**src/rtl/i2c_mem_pkg.sv**
```systemverilog
package i2c_mem_pkg;
  typedef enum logic [2:0] {
    ST_IDLE,
    ST_DEV,
    ST_WORD,
    ST_WRITE,
    ST_READ,
    ST_WAIT
  } phase_t;
endpackage

```
**src/rtl/i2c_cond_detect.sv**
```systemverilog
module i2c_cond_detect #(
  parameter int STAGES = 2
) (
  input  logic clk,
  input  logic rst,
  input  logic scl_i,
  input  logic sda_i,
  output logic scl_s,
  output logic sda_s,
  output logic scl_rise,
  output logic scl_fall,
  output logic start_det,
  output logic stop_det
);
  logic [STAGES-1:0] scl_pipe, sda_pipe;
  logic scl_q, sda_q;

  always_ff @(posedge clk) begin
    if (rst) begin
      scl_pipe <= '1;
      sda_pipe <= '1;
      scl_q    <= 1'b1;
      sda_q    <= 1'b1;
    end else begin
      scl_pipe <= {scl_pipe[STAGES-2:0], scl_i};
      sda_pipe <= {sda_pipe[STAGES-2:0], sda_i};
      scl_q    <= scl_pipe[STAGES-1];
      sda_q    <= sda_pipe[STAGES-1];
    end
  end

  assign scl_s     = scl_pipe[STAGES-1];
  assign sda_s     = sda_pipe[STAGES-1];
  assign scl_rise  = scl_s & ~scl_q;
  assign scl_fall  = ~scl_s & scl_q;
  // SDA moving while SCL stays high is never data
  assign start_det = scl_s & scl_q & sda_q & ~sda_s;
  assign stop_det  = scl_s & scl_q & ~sda_q & sda_s;
endmodule

```
**src/rtl/i2c_byte_ram.sv**
```systemverilog
module i2c_byte_ram #(
  parameter int AW = 5,
  parameter int DW = 8
) (
  input  logic          clk,
  input  logic          we,
  input  logic [AW-1:0] waddr,
  input  logic [DW-1:0] wdata,
  input  logic [AW-1:0] raddr,
  output logic [DW-1:0] rdata
);
  localparam int DEPTH = 1 << AW;
  logic [DW-1:0] mem [DEPTH];

  always_ff @(posedge clk) begin
    if (we) mem[waddr] <= wdata;
    rdata <= mem[raddr];
  end

  // a store never targets an undefined location
  a_r5_write_addr_known: assert property (@(posedge clk) we |-> !$isunknown(waddr));
endmodule

```
**src/rtl/i2c_mem_slave.sv**
```systemverilog
module i2c_mem_slave
  import i2c_mem_pkg::*;
#(
  parameter logic [3:0] DEV_PREFIX  = 4'b1010,
  parameter int         AW          = 5,
  parameter bit         WP_FULL     = 1'b0,
  parameter int         SYNC_STAGES = 2
) (
  input  logic       clk,
  input  logic       rst,
  input  logic       scl_i,
  input  logic       sda_i,
  input  logic [2:0] dev_sel,
  input  logic       wp,
  output logic       sda_oe
);
  localparam int DW = 8;
  localparam logic [3:0] ACK_SLOT = 4'd8;
  localparam logic [3:0] END_SLOT = 4'd9;

  logic scl_s, sda_s, scl_rise, scl_fall, start_det, stop_det;

  i2c_cond_detect #(.STAGES(SYNC_STAGES)) u_cond (
    .clk(clk), .rst(rst), .scl_i(scl_i), .sda_i(sda_i),
    .scl_s(scl_s), .sda_s(sda_s), .scl_rise(scl_rise), .scl_fall(scl_fall),
    .start_det(start_det), .stop_det(stop_det)
  );

  phase_t        phase;
  logic [3:0]    cnt;
  logic [DW-1:0] rx, tx;
  logic          rw, mnack;
  logic [AW-1:0] ptr;
  logic [DW-1:0] rdata;
  logic          guarded, wr_en;

  assign guarded = wp & (WP_FULL | ptr[AW-1]);
  assign wr_en   = scl_fall & (cnt == ACK_SLOT) & (phase == ST_WRITE) & ~guarded;

  i2c_byte_ram #(.AW(AW), .DW(DW)) u_ram (
    .clk(clk), .we(wr_en), .waddr(ptr), .wdata(rx),
    .raddr(ptr), .rdata(rdata)
  );

  always_ff @(posedge clk) begin
    if (rst) begin
      phase  <= ST_IDLE;
      cnt    <= '0;
      rx     <= '0;
      tx     <= '0;
      rw     <= 1'b0;
      mnack  <= 1'b0;
      ptr    <= '0;
      sda_oe <= 1'b0;
    end else if (start_det) begin
      phase  <= ST_DEV;
      cnt    <= '0;
      mnack  <= 1'b0;
      sda_oe <= 1'b0;
    end else if (stop_det) begin
      phase  <= ST_IDLE;
      cnt    <= '0;
      sda_oe <= 1'b0;
    end else if (phase != ST_IDLE && phase != ST_WAIT) begin
      if (scl_rise) begin
        if (cnt < ACK_SLOT) rx <= {rx[DW-2:0], sda_s};
        else                mnack <= sda_s;
        cnt <= cnt + 4'd1;
      end
      if (scl_fall) begin
        case (cnt)
          ACK_SLOT: begin
            case (phase)
              ST_DEV: begin
                if (rx[7:1] == {DEV_PREFIX, dev_sel}) begin
                  sda_oe <= 1'b1;
                  rw     <= rx[0];
                end else begin
                  phase  <= ST_WAIT;
                  sda_oe <= 1'b0;
                end
              end
              ST_WORD: begin
                ptr    <= rx[AW-1:0];
                sda_oe <= 1'b1;
              end
              ST_WRITE: begin
                ptr    <= ptr + 1'b1;
                sda_oe <= 1'b1;
              end
              default: sda_oe <= 1'b0;
            endcase
          end
          END_SLOT: begin
            cnt <= '0;
            case (phase)
              ST_DEV: begin
                if (rw) begin
                  phase  <= ST_READ;
                  tx     <= rdata;
                  sda_oe <= ~rdata[7];
                  ptr    <= ptr + 1'b1;
                end else begin
                  phase  <= ST_WORD;
                  sda_oe <= 1'b0;
                end
              end
              ST_WORD: begin
                phase  <= ST_WRITE;
                sda_oe <= 1'b0;
              end
              ST_READ: begin
                if (mnack) begin
                  phase  <= ST_WAIT;
                  sda_oe <= 1'b0;
                end else begin
                  tx     <= rdata;
                  sda_oe <= ~rdata[7];
                  ptr    <= ptr + 1'b1;
                end
              end
              default: sda_oe <= 1'b0;
            endcase
          end
          default: begin
            if (phase == ST_READ) sda_oe <= ~tx[3'd7 - cnt[2:0]];
          end
        endcase
      end
    end
  end

  // SDA drive stays steady through every SCL-high interval
  a_r2_oe_steady_scl_high: assert property (@(posedge clk) disable iff (rst)
    (scl_s && $past(scl_s) && !$past(start_det) && !$past(stop_det)) |-> $stable(sda_oe));

  // once dropped out, the slave keeps the line released
  a_r4_silent_when_dropped: assert property (@(posedge clk) disable iff (rst)
    (phase == ST_WAIT) |-> !sda_oe);

  // the address acknowledge follows only a matching device address
  a_r3_ack_needs_match: assert property (@(posedge clk) disable iff (rst)
    ($rose(sda_oe) && $past(phase) == ST_DEV) |-> ($past(rx[7:1]) == {DEV_PREFIX, dev_sel}));

  // bit counter never passes the slot after the acknowledge
  a_r1_cnt_bounded: assert property (@(posedge clk) disable iff (rst) cnt <= END_SLOT);
endmodule

```
**config.mk**
```make
export PLATFORM = sky130hd
export DESIGN_NAME = i2c_mem_slave
export DESIGN_NICKNAME = d
export VERILOG_FILES = /design/src/rtl/i2c_mem_pkg.sv /design/src/rtl/i2c_cond_detect.sv /design/src/rtl/i2c_byte_ram.sv /design/src/rtl/i2c_mem_slave.sv
export SDC_FILE = /design/constraint.sdc
export NUM_CORES = 1
export LEC_CHECK = 0
export ABC_CLOCK_PERIOD_IN_PS = 3100
export CAP_MARGIN = 20
export CORE_ASPECT_RATIO = 0.6
export CORE_MARGIN = 2
export CORE_UTILIZATION = 55
export CTS_CLUSTER_SIZE = 24
export DETAILED_ROUTE_END_ITERATION = 16
export GPL_TIMING_DRIVEN = 0
export PLACE_DENSITY = 0.71
export SLEW_MARGIN = 5
export SYNTH_ARGS = -nofsm -noshare
export SYNTH_HDL_FRONTEND = slang
export SYNTH_HIERARCHICAL = 1
export SYNTH_SLANG_ARGS = --single-unit
```
**constraint.sdc**
```tcl
create_clock -name clk -period 3.1 [get_ports clk]
set_input_delay 0.31 -clock clk [delete_from_list [all_inputs] [get_ports clk]]
set_output_delay 0.31 -clock clk [all_outputs]
set_load 0.01 [all_outputs]
```
# Yosys cells after proc, flatten, opt, wreduce, memory -nomap -nowiden
# Memory sizes are Yosys's and may differ from the RTL's. A register that Yosys moved wholly into a read port is not among the register bits.
# Index checks and enable logic that the tools add are counted.
# totals
reg_bits,37
latchBits,0
ram_bits,256
mem_bits_ro,0
inputBits,8
out_inout_bits,1
elab_cells,113
n_memories,1
# memory_table
name,words,word_bits,read_ports,rd_ports_with_merged_regs,write_ports,line_no,rtl
u_ram.mem,32,8,1,1,1,i2c_byte_ram.sv:13,logic [DW-1:0] mem [DEPTH];
# classes
n_addsub,3
n_mul,0
n_div,0
order_cmp,2
n_eq_ne,22
shift,0
muxes,32
n_bitwise,21
reduce_logical,19
# op_table
cell,count
5-bit case mux with 2 select lines,3
7-bit AND reduction,3
8-bit two-way mux,2
8-bit case mux with 2 select lines,1
3-bit two-way mux,4
4-bit two-way mux,3
3-bit inequality test (second input constant),4
3-bit nonzero test,4
1-bit bitwise AND,11
1-bit two-way mux,11
5-bit two-way mux,2
1-bit NOT,10
3-bit case mux with 3 select lines,1
9-bit AND reduction,1
4-bit == test (second input constant),2
8-bit AND reduction,1
7-bit == test,1
3-bit by 2-bit == test with 1-bit output (second input constant),2
2-bit inequality test (second input constant),3
6-bit by 4-bit inequality test with 1-bit output (second input constant),1
1-bit case mux with 2 select lines,3
3-bit case mux with 2 select lines,1
5-bit by 1-bit adder with 5-bit output (second input constant),1
5-bit inequality test (second input constant),1
other kinds (21),23

# Depth between registers and ports, before layout
# logic_depth
ltp_word,8
mapped_depth,8
mapped_depth_nobuf,7

# Cells and area by module
# The synthesis kept the hierarchy.
# modules_own_cells
module,n_inst,cells_each,area_each_um2,seq_area_each_um2
i2c_byte_ram,1,417,10053.4,7847.5
i2c_mem_slave,1,193,1726.7,620.6
i2c_cond_detect,1,16,190.2,120.1

# Worst setup path after synthesis
# Ideal clock, no wire load.
# synth_path
path_kind,register to register
start,reg cnt[0]
end,"mem u_ram.mem[0][0], enable pin"
setup_ps,370
t_arrival_ps,2320
t_required_ps,2730
path_slack_ps,410
path_stages_with_launch,8
n_path_buf,2
period_less_slack_ps,2690
path_cell_list,dfxtp_1 buf_2 nor4b_1 nand2_1 a211oi_1 or3b_2 clkbuf_1 nor2_1
# synth_via
elab_chain_len,6
# synth_lines
element,line_no,rtl
start: declaration,i2c_mem_slave.sv:30,logic [3:0] cnt;
start signal: assignment,i2c_mem_slave.sv:68,cnt <= cnt + 4'd1;
4-bit == test,i2c_mem_slave.sv:38,assign wr_en = scl_fall & (cnt == ACK_SLOT) & (phase == ST_WRITE) & ~guarded;
1-bit bitwise AND (3 in a row),i2c_mem_slave.sv:38,
via wr_en,i2c_mem_slave.sv:35,"logic guarded, wr_en;"
1-bit two-way mux,i2c_byte_ram.sv:16,if (we) mem[waddr] <= wdata;
1-bit two-way mux (not written as such),i2c_byte_ram.sv:16,
end: declaration,i2c_byte_ram.sv:13,
# The timed path passes the listed nets, and every way through them passes these cells.

# Worst setup path in the final report
# layout_path
start,reg cnt[0]
end,"mem u_ram.mem[20][4], enable pin"
# The elaborated chain is that of the path after synthesis.

==> impl_metrics.csv <==
group,metric,value,unit
status,status,"finished clean",
setup_path,crit_fanout,8,
sta,fin_crit_sh,0.968,
floorplan,ios,9,
cts,clk_latency,0.54,ns
setup_path,end_kind,"register",
grt,grt_pass1_vias,6015,
detailed_routing,ant_nets,0,
power_and_ir_drop,clockPowerShare,0.451,
detailed_routing,routed_via_density,6.37,
setup_path,path_cells,"buf_2 -> nor4b_1 -> nand2_1 -> a211oi_2 -> or3b_2 -> nor2_4",
power_and_ir_drop,p_leak,4.38,nW
placement,port_buffers,8,
sta,maxSlewViolCount,0,
detailed_routing,wl_per_cell,27.0,µm
setup_path,crit_type,"register to register",
yosys,synth_cell_types,58,
final_layout,layout_commonest_cell,"edfxtp_1",
power_and_ir_drop,ir_drop,0.476,mV
yosys,ys_ff_latch,301,
floorplan,dieWidth,194,µm
grt,antenna_found_initial,2,
yosys,async_reset_ff_frac,0,
yosys,synth_compound_area_frac,0.0249,
power_and_ir_drop,total_power,7.96,mW
grt,grt_use_total,0.236,
power_and_ir_drop,p_sw,1.46,mW
yosys,synth_edf_count,256,
grt,grt.overflow.total,0,
cts,clk_path_buf_depth,3,
grt,grt_pass1_wl,39.2,mm
yosys,synth-simple-area-share,0.0532,
setup_path,cp_slowest_stage_delay,0.75,ns
cts,cts_tree,"done",
yosys,synth_nets,638,
yosys,synth_top_family_by_area,"multiplexers",
yosys,synthMuxAreaShare,0.178,
final_layout,mostFrequentLayoutCells,"edfxtp_1 (256), mux4_2 (82), dfxtp_1 (45)",
detailed_routing,vias,6219,
yosys,synthXorXnorAreaFrac,0.00648,
power_and_ir_drop,pwr-share-seq,0.544,
sta,worst_slack,0.0979,ns
grt,grt_max_degree,36,
cts,cts_buffers,27,
power_and_ir_drop,switching_share,0.183,
yosys,netlist_instances,626,
power_and_ir_drop,powerDensity,579,nW/µm²
yosys,syn_area,12000,µm²
placement,place.gp.congestion,0.945,
yosys,ys_seq_area_frac,0.717,
power_and_ir_drop,combPwrFrac,0.005,
placement,place_worst_setup_slack,-0.451,ns
yosys,ys_warn_count,6,
floorplan,die_height,118,µm
final_layout,drive_above_1_share,0.305,
sta,layout_min_cycle_time,3.00,ns
sta,max_freq,333,MHz
detailed_routing,dr.pass1.iters,6,
sta,rsz0062_at_grt,"false",
floorplan,dieArea,23000,µm²
detailed_routing,drt_iter0_drc,785,
final_layout,nNetsFinal,689,
setup_path,crit_slowest_cell,"or3b_2",
sta,setup_viol,0,
cts,ctsHtreeMaxLevel,1,
setup_path,startpoint_type,"register",
cts,clock_sinks,301,
power_and_ir_drop,p_int,6.50,mW
floorplan,initial_core_util,0.565,
sta,timing.final.hold_violations,0,
sta,hold_slack,0.327,ns
detailed_routing,drc,0,
sta,finClkSkew,0.0214,ns
yosys,synth-adder-area-share,0.00418,
floorplan,core,21200,µm²
setup_path,crit_required,3.30,ns
floorplan,num_rows,41,
detailed_routing,wl,26.4,mm
cts,root_buffer,"clkbuf_16",
cts,clk_pin_slew_worst_paths,0.07,ns
yosys,synth_area_per_cell,19.1,µm²
final_layout,antenna_cells,0,
final_layout,area_growth_syn_to_layout,14.9,%
sta,relSlewSlack,0.401,
placement,hpwlAfterDp,18.0,mm
yosys,synthFlopType,"edfxtp_1",
setup_path,critPathArrivalTime,3.21,ns
job,cap_violations,0,
worst_hold_path,holdCritPathClass,"input pin to register",
sta,worst_pin_slew,0.897,ns
-- path summary, 6_finish.rpt --
check | from | to | slack [ns] | cells past startpoint
setup / recovery | cnt[0] | u_ram/mem[20][4] | 0.1 | 6
hold reg to reg | u_cond/scl_pipe[0] | u_cond/scl_pipe[1] | 0.40 | 1
hold / removal | sda_i | u_cond/sda_pipe[0] | 0.33 | 2
setup reg to reg | cnt[0] | u_ram/mem[20][4] | 0.1 | 6
-- registers in the layout (all words and copies together) (netlist names) --
name / count
u_ram/mem: 256
rx: 8
tx: 8
u_ram/rdata: 8
ptr: 5
cnt: 4
phase: 3
u_cond/scl_pipe: 2
u_cond/sda_pipe: 2
mnack: 1
rw: 1
sda_oe: 1
u_cond/scl_q: 1
u_cond/sda_q: 1
-- synth_stat cells (2+ instances only) --
library cell | count | share of area
a211oi_1 | 3 | 0.0019
a21oi_1 | 8 | 0.0033
a31oi_1 | 2 | 0.0010
and2b_2 | 2 | 0.0015
and4b_1 | 2 | 0.0017
buf_1 | 5 | 0.0016
buf_2 | 5 | 0.0021
buf_4 | 8 | 0.0050
buf_6 | 2 | 0.0019
clkbuf_1 | 8 | 0.0025
dfxtp_1 | 45 | 0.075
edfxtp_1 | 256 | 0.64
ha_1 | 4 | 0.0042
inv_1 | 6 | 0.0019
mux2_2 | 8 | 0.0075
mux2i_1 | 19 | 0.016
mux4_2 | 82 | 0.15
nand2_1 | 11 | 0.0034
nand3_1 | 6 | 0.0025
nand3b_1 | 8 | 0.0050
nand4_1 | 2 | 0.0010
nor2_1 | 60 | 0.019
nor2b_1 | 5 | 0.0026
nor3_1 | 5 | 0.0021
o211ai_1 | 2 | 0.0013
o21a_1 | 3 | 0.0019
o21ai_0 | 13 | 0.0054
o32ai_1 | 2 | 0.0015
or2_1 | 6 | 0.0031
or3_1 | 2 | 0.0010
or3b_2 | 4 | 0.0029
xnor2_1 | 6 | 0.0044
-- repair_timing --
| action | in CTS | in global routing |
|---|---|---|
| hold buffers | 0 | 0 |
| pin swaps | 0 | 1 |
| endpoints found under the setup margin | 260 | 200 |
| buffers inserted | 2 | 5 |
| gates resized for setup | 34 | 21 |
-- through the flow --
| stage | setup TNS (ns) | util | std cells | instance area [µm²] |
|---|---|---|---|---|
| 2_1_floorplan | 0 | - | 626 | 12000 |
| 3_3_place_gp | -19.95 | 0.585 | 913 | 12400 |
| 3_5_place_dp | -45.41 | 0.591 | 919 | 12500 |
| 4_1_cts | -11.46 | 0.642 | 970 | 13600 |
| 5_1_grt | 0 | 0.649 | 977 | 13800 |
| 6_report | 0 | 0.649 | 977 | 13800 |
-- layout make-up --
cell class              count  area [µm²]
repair buffers             23         323
clock buffers              38         769
well taps                 279         349
clock inverters            12         193
flip-flops and latches    301        8590
inverters                   6        22.5
multi-input cells         289        3340
plain buffers              29         174
fillers                  1380        7430
-- layer usage --
metal | global-route usage | share of wire
met1 | 0.369 | 0.43
met2 | 0.323 | 0.42
met3 | 0.0773 | 0.13
met4 | 0.0514 | 0.015
met5 | 0 | 0
-- power by group through the flow --
| stage | Combinational (mW) | Sequential, mW | Clock (mW) |
|---|---|---|---|
| finish | 0.0418 | 4.33 | 3.59 |
| global route | 0.0451 | 4.33 | 3.79 |
| CTS | 0.0412 | 4.33 | 3.63 |
| detailed placement | 0.0411 | 4.42 | 0 |
| global placement | 0.0389 | 4.42 | 0 |
| floorplan | 0.0231 | 4.42 | 0 |
-- cell families (layout without fill, tap and decap cells) --
| logic type | after synthesis | count (layout) |
|---|---|---|
| XOR/XNOR | 8 | 8 |
| flip-flops | 301 | 301 |
| AO/OA/AOI/OAI | 44 | 44 |
| multiplexers | 109 | 109 |
| AND/OR/NAND/NOR | 124 | 124 |
| adder cells (fa/ha/maj) | 4 | 4 |
| buffers and inverters | 36 | 108 |
-- worst max-delay path: cells and delay by family, from the launching register on --
family	cells	cell delay [ns]
AOI/OAI and AO/OA	1	0.38
DFF	1	0.33
and+or+nand+nor	4	1.76
buffers and inverters	1	0.19
Note: power is estimated with default switching activity, not from simulation.
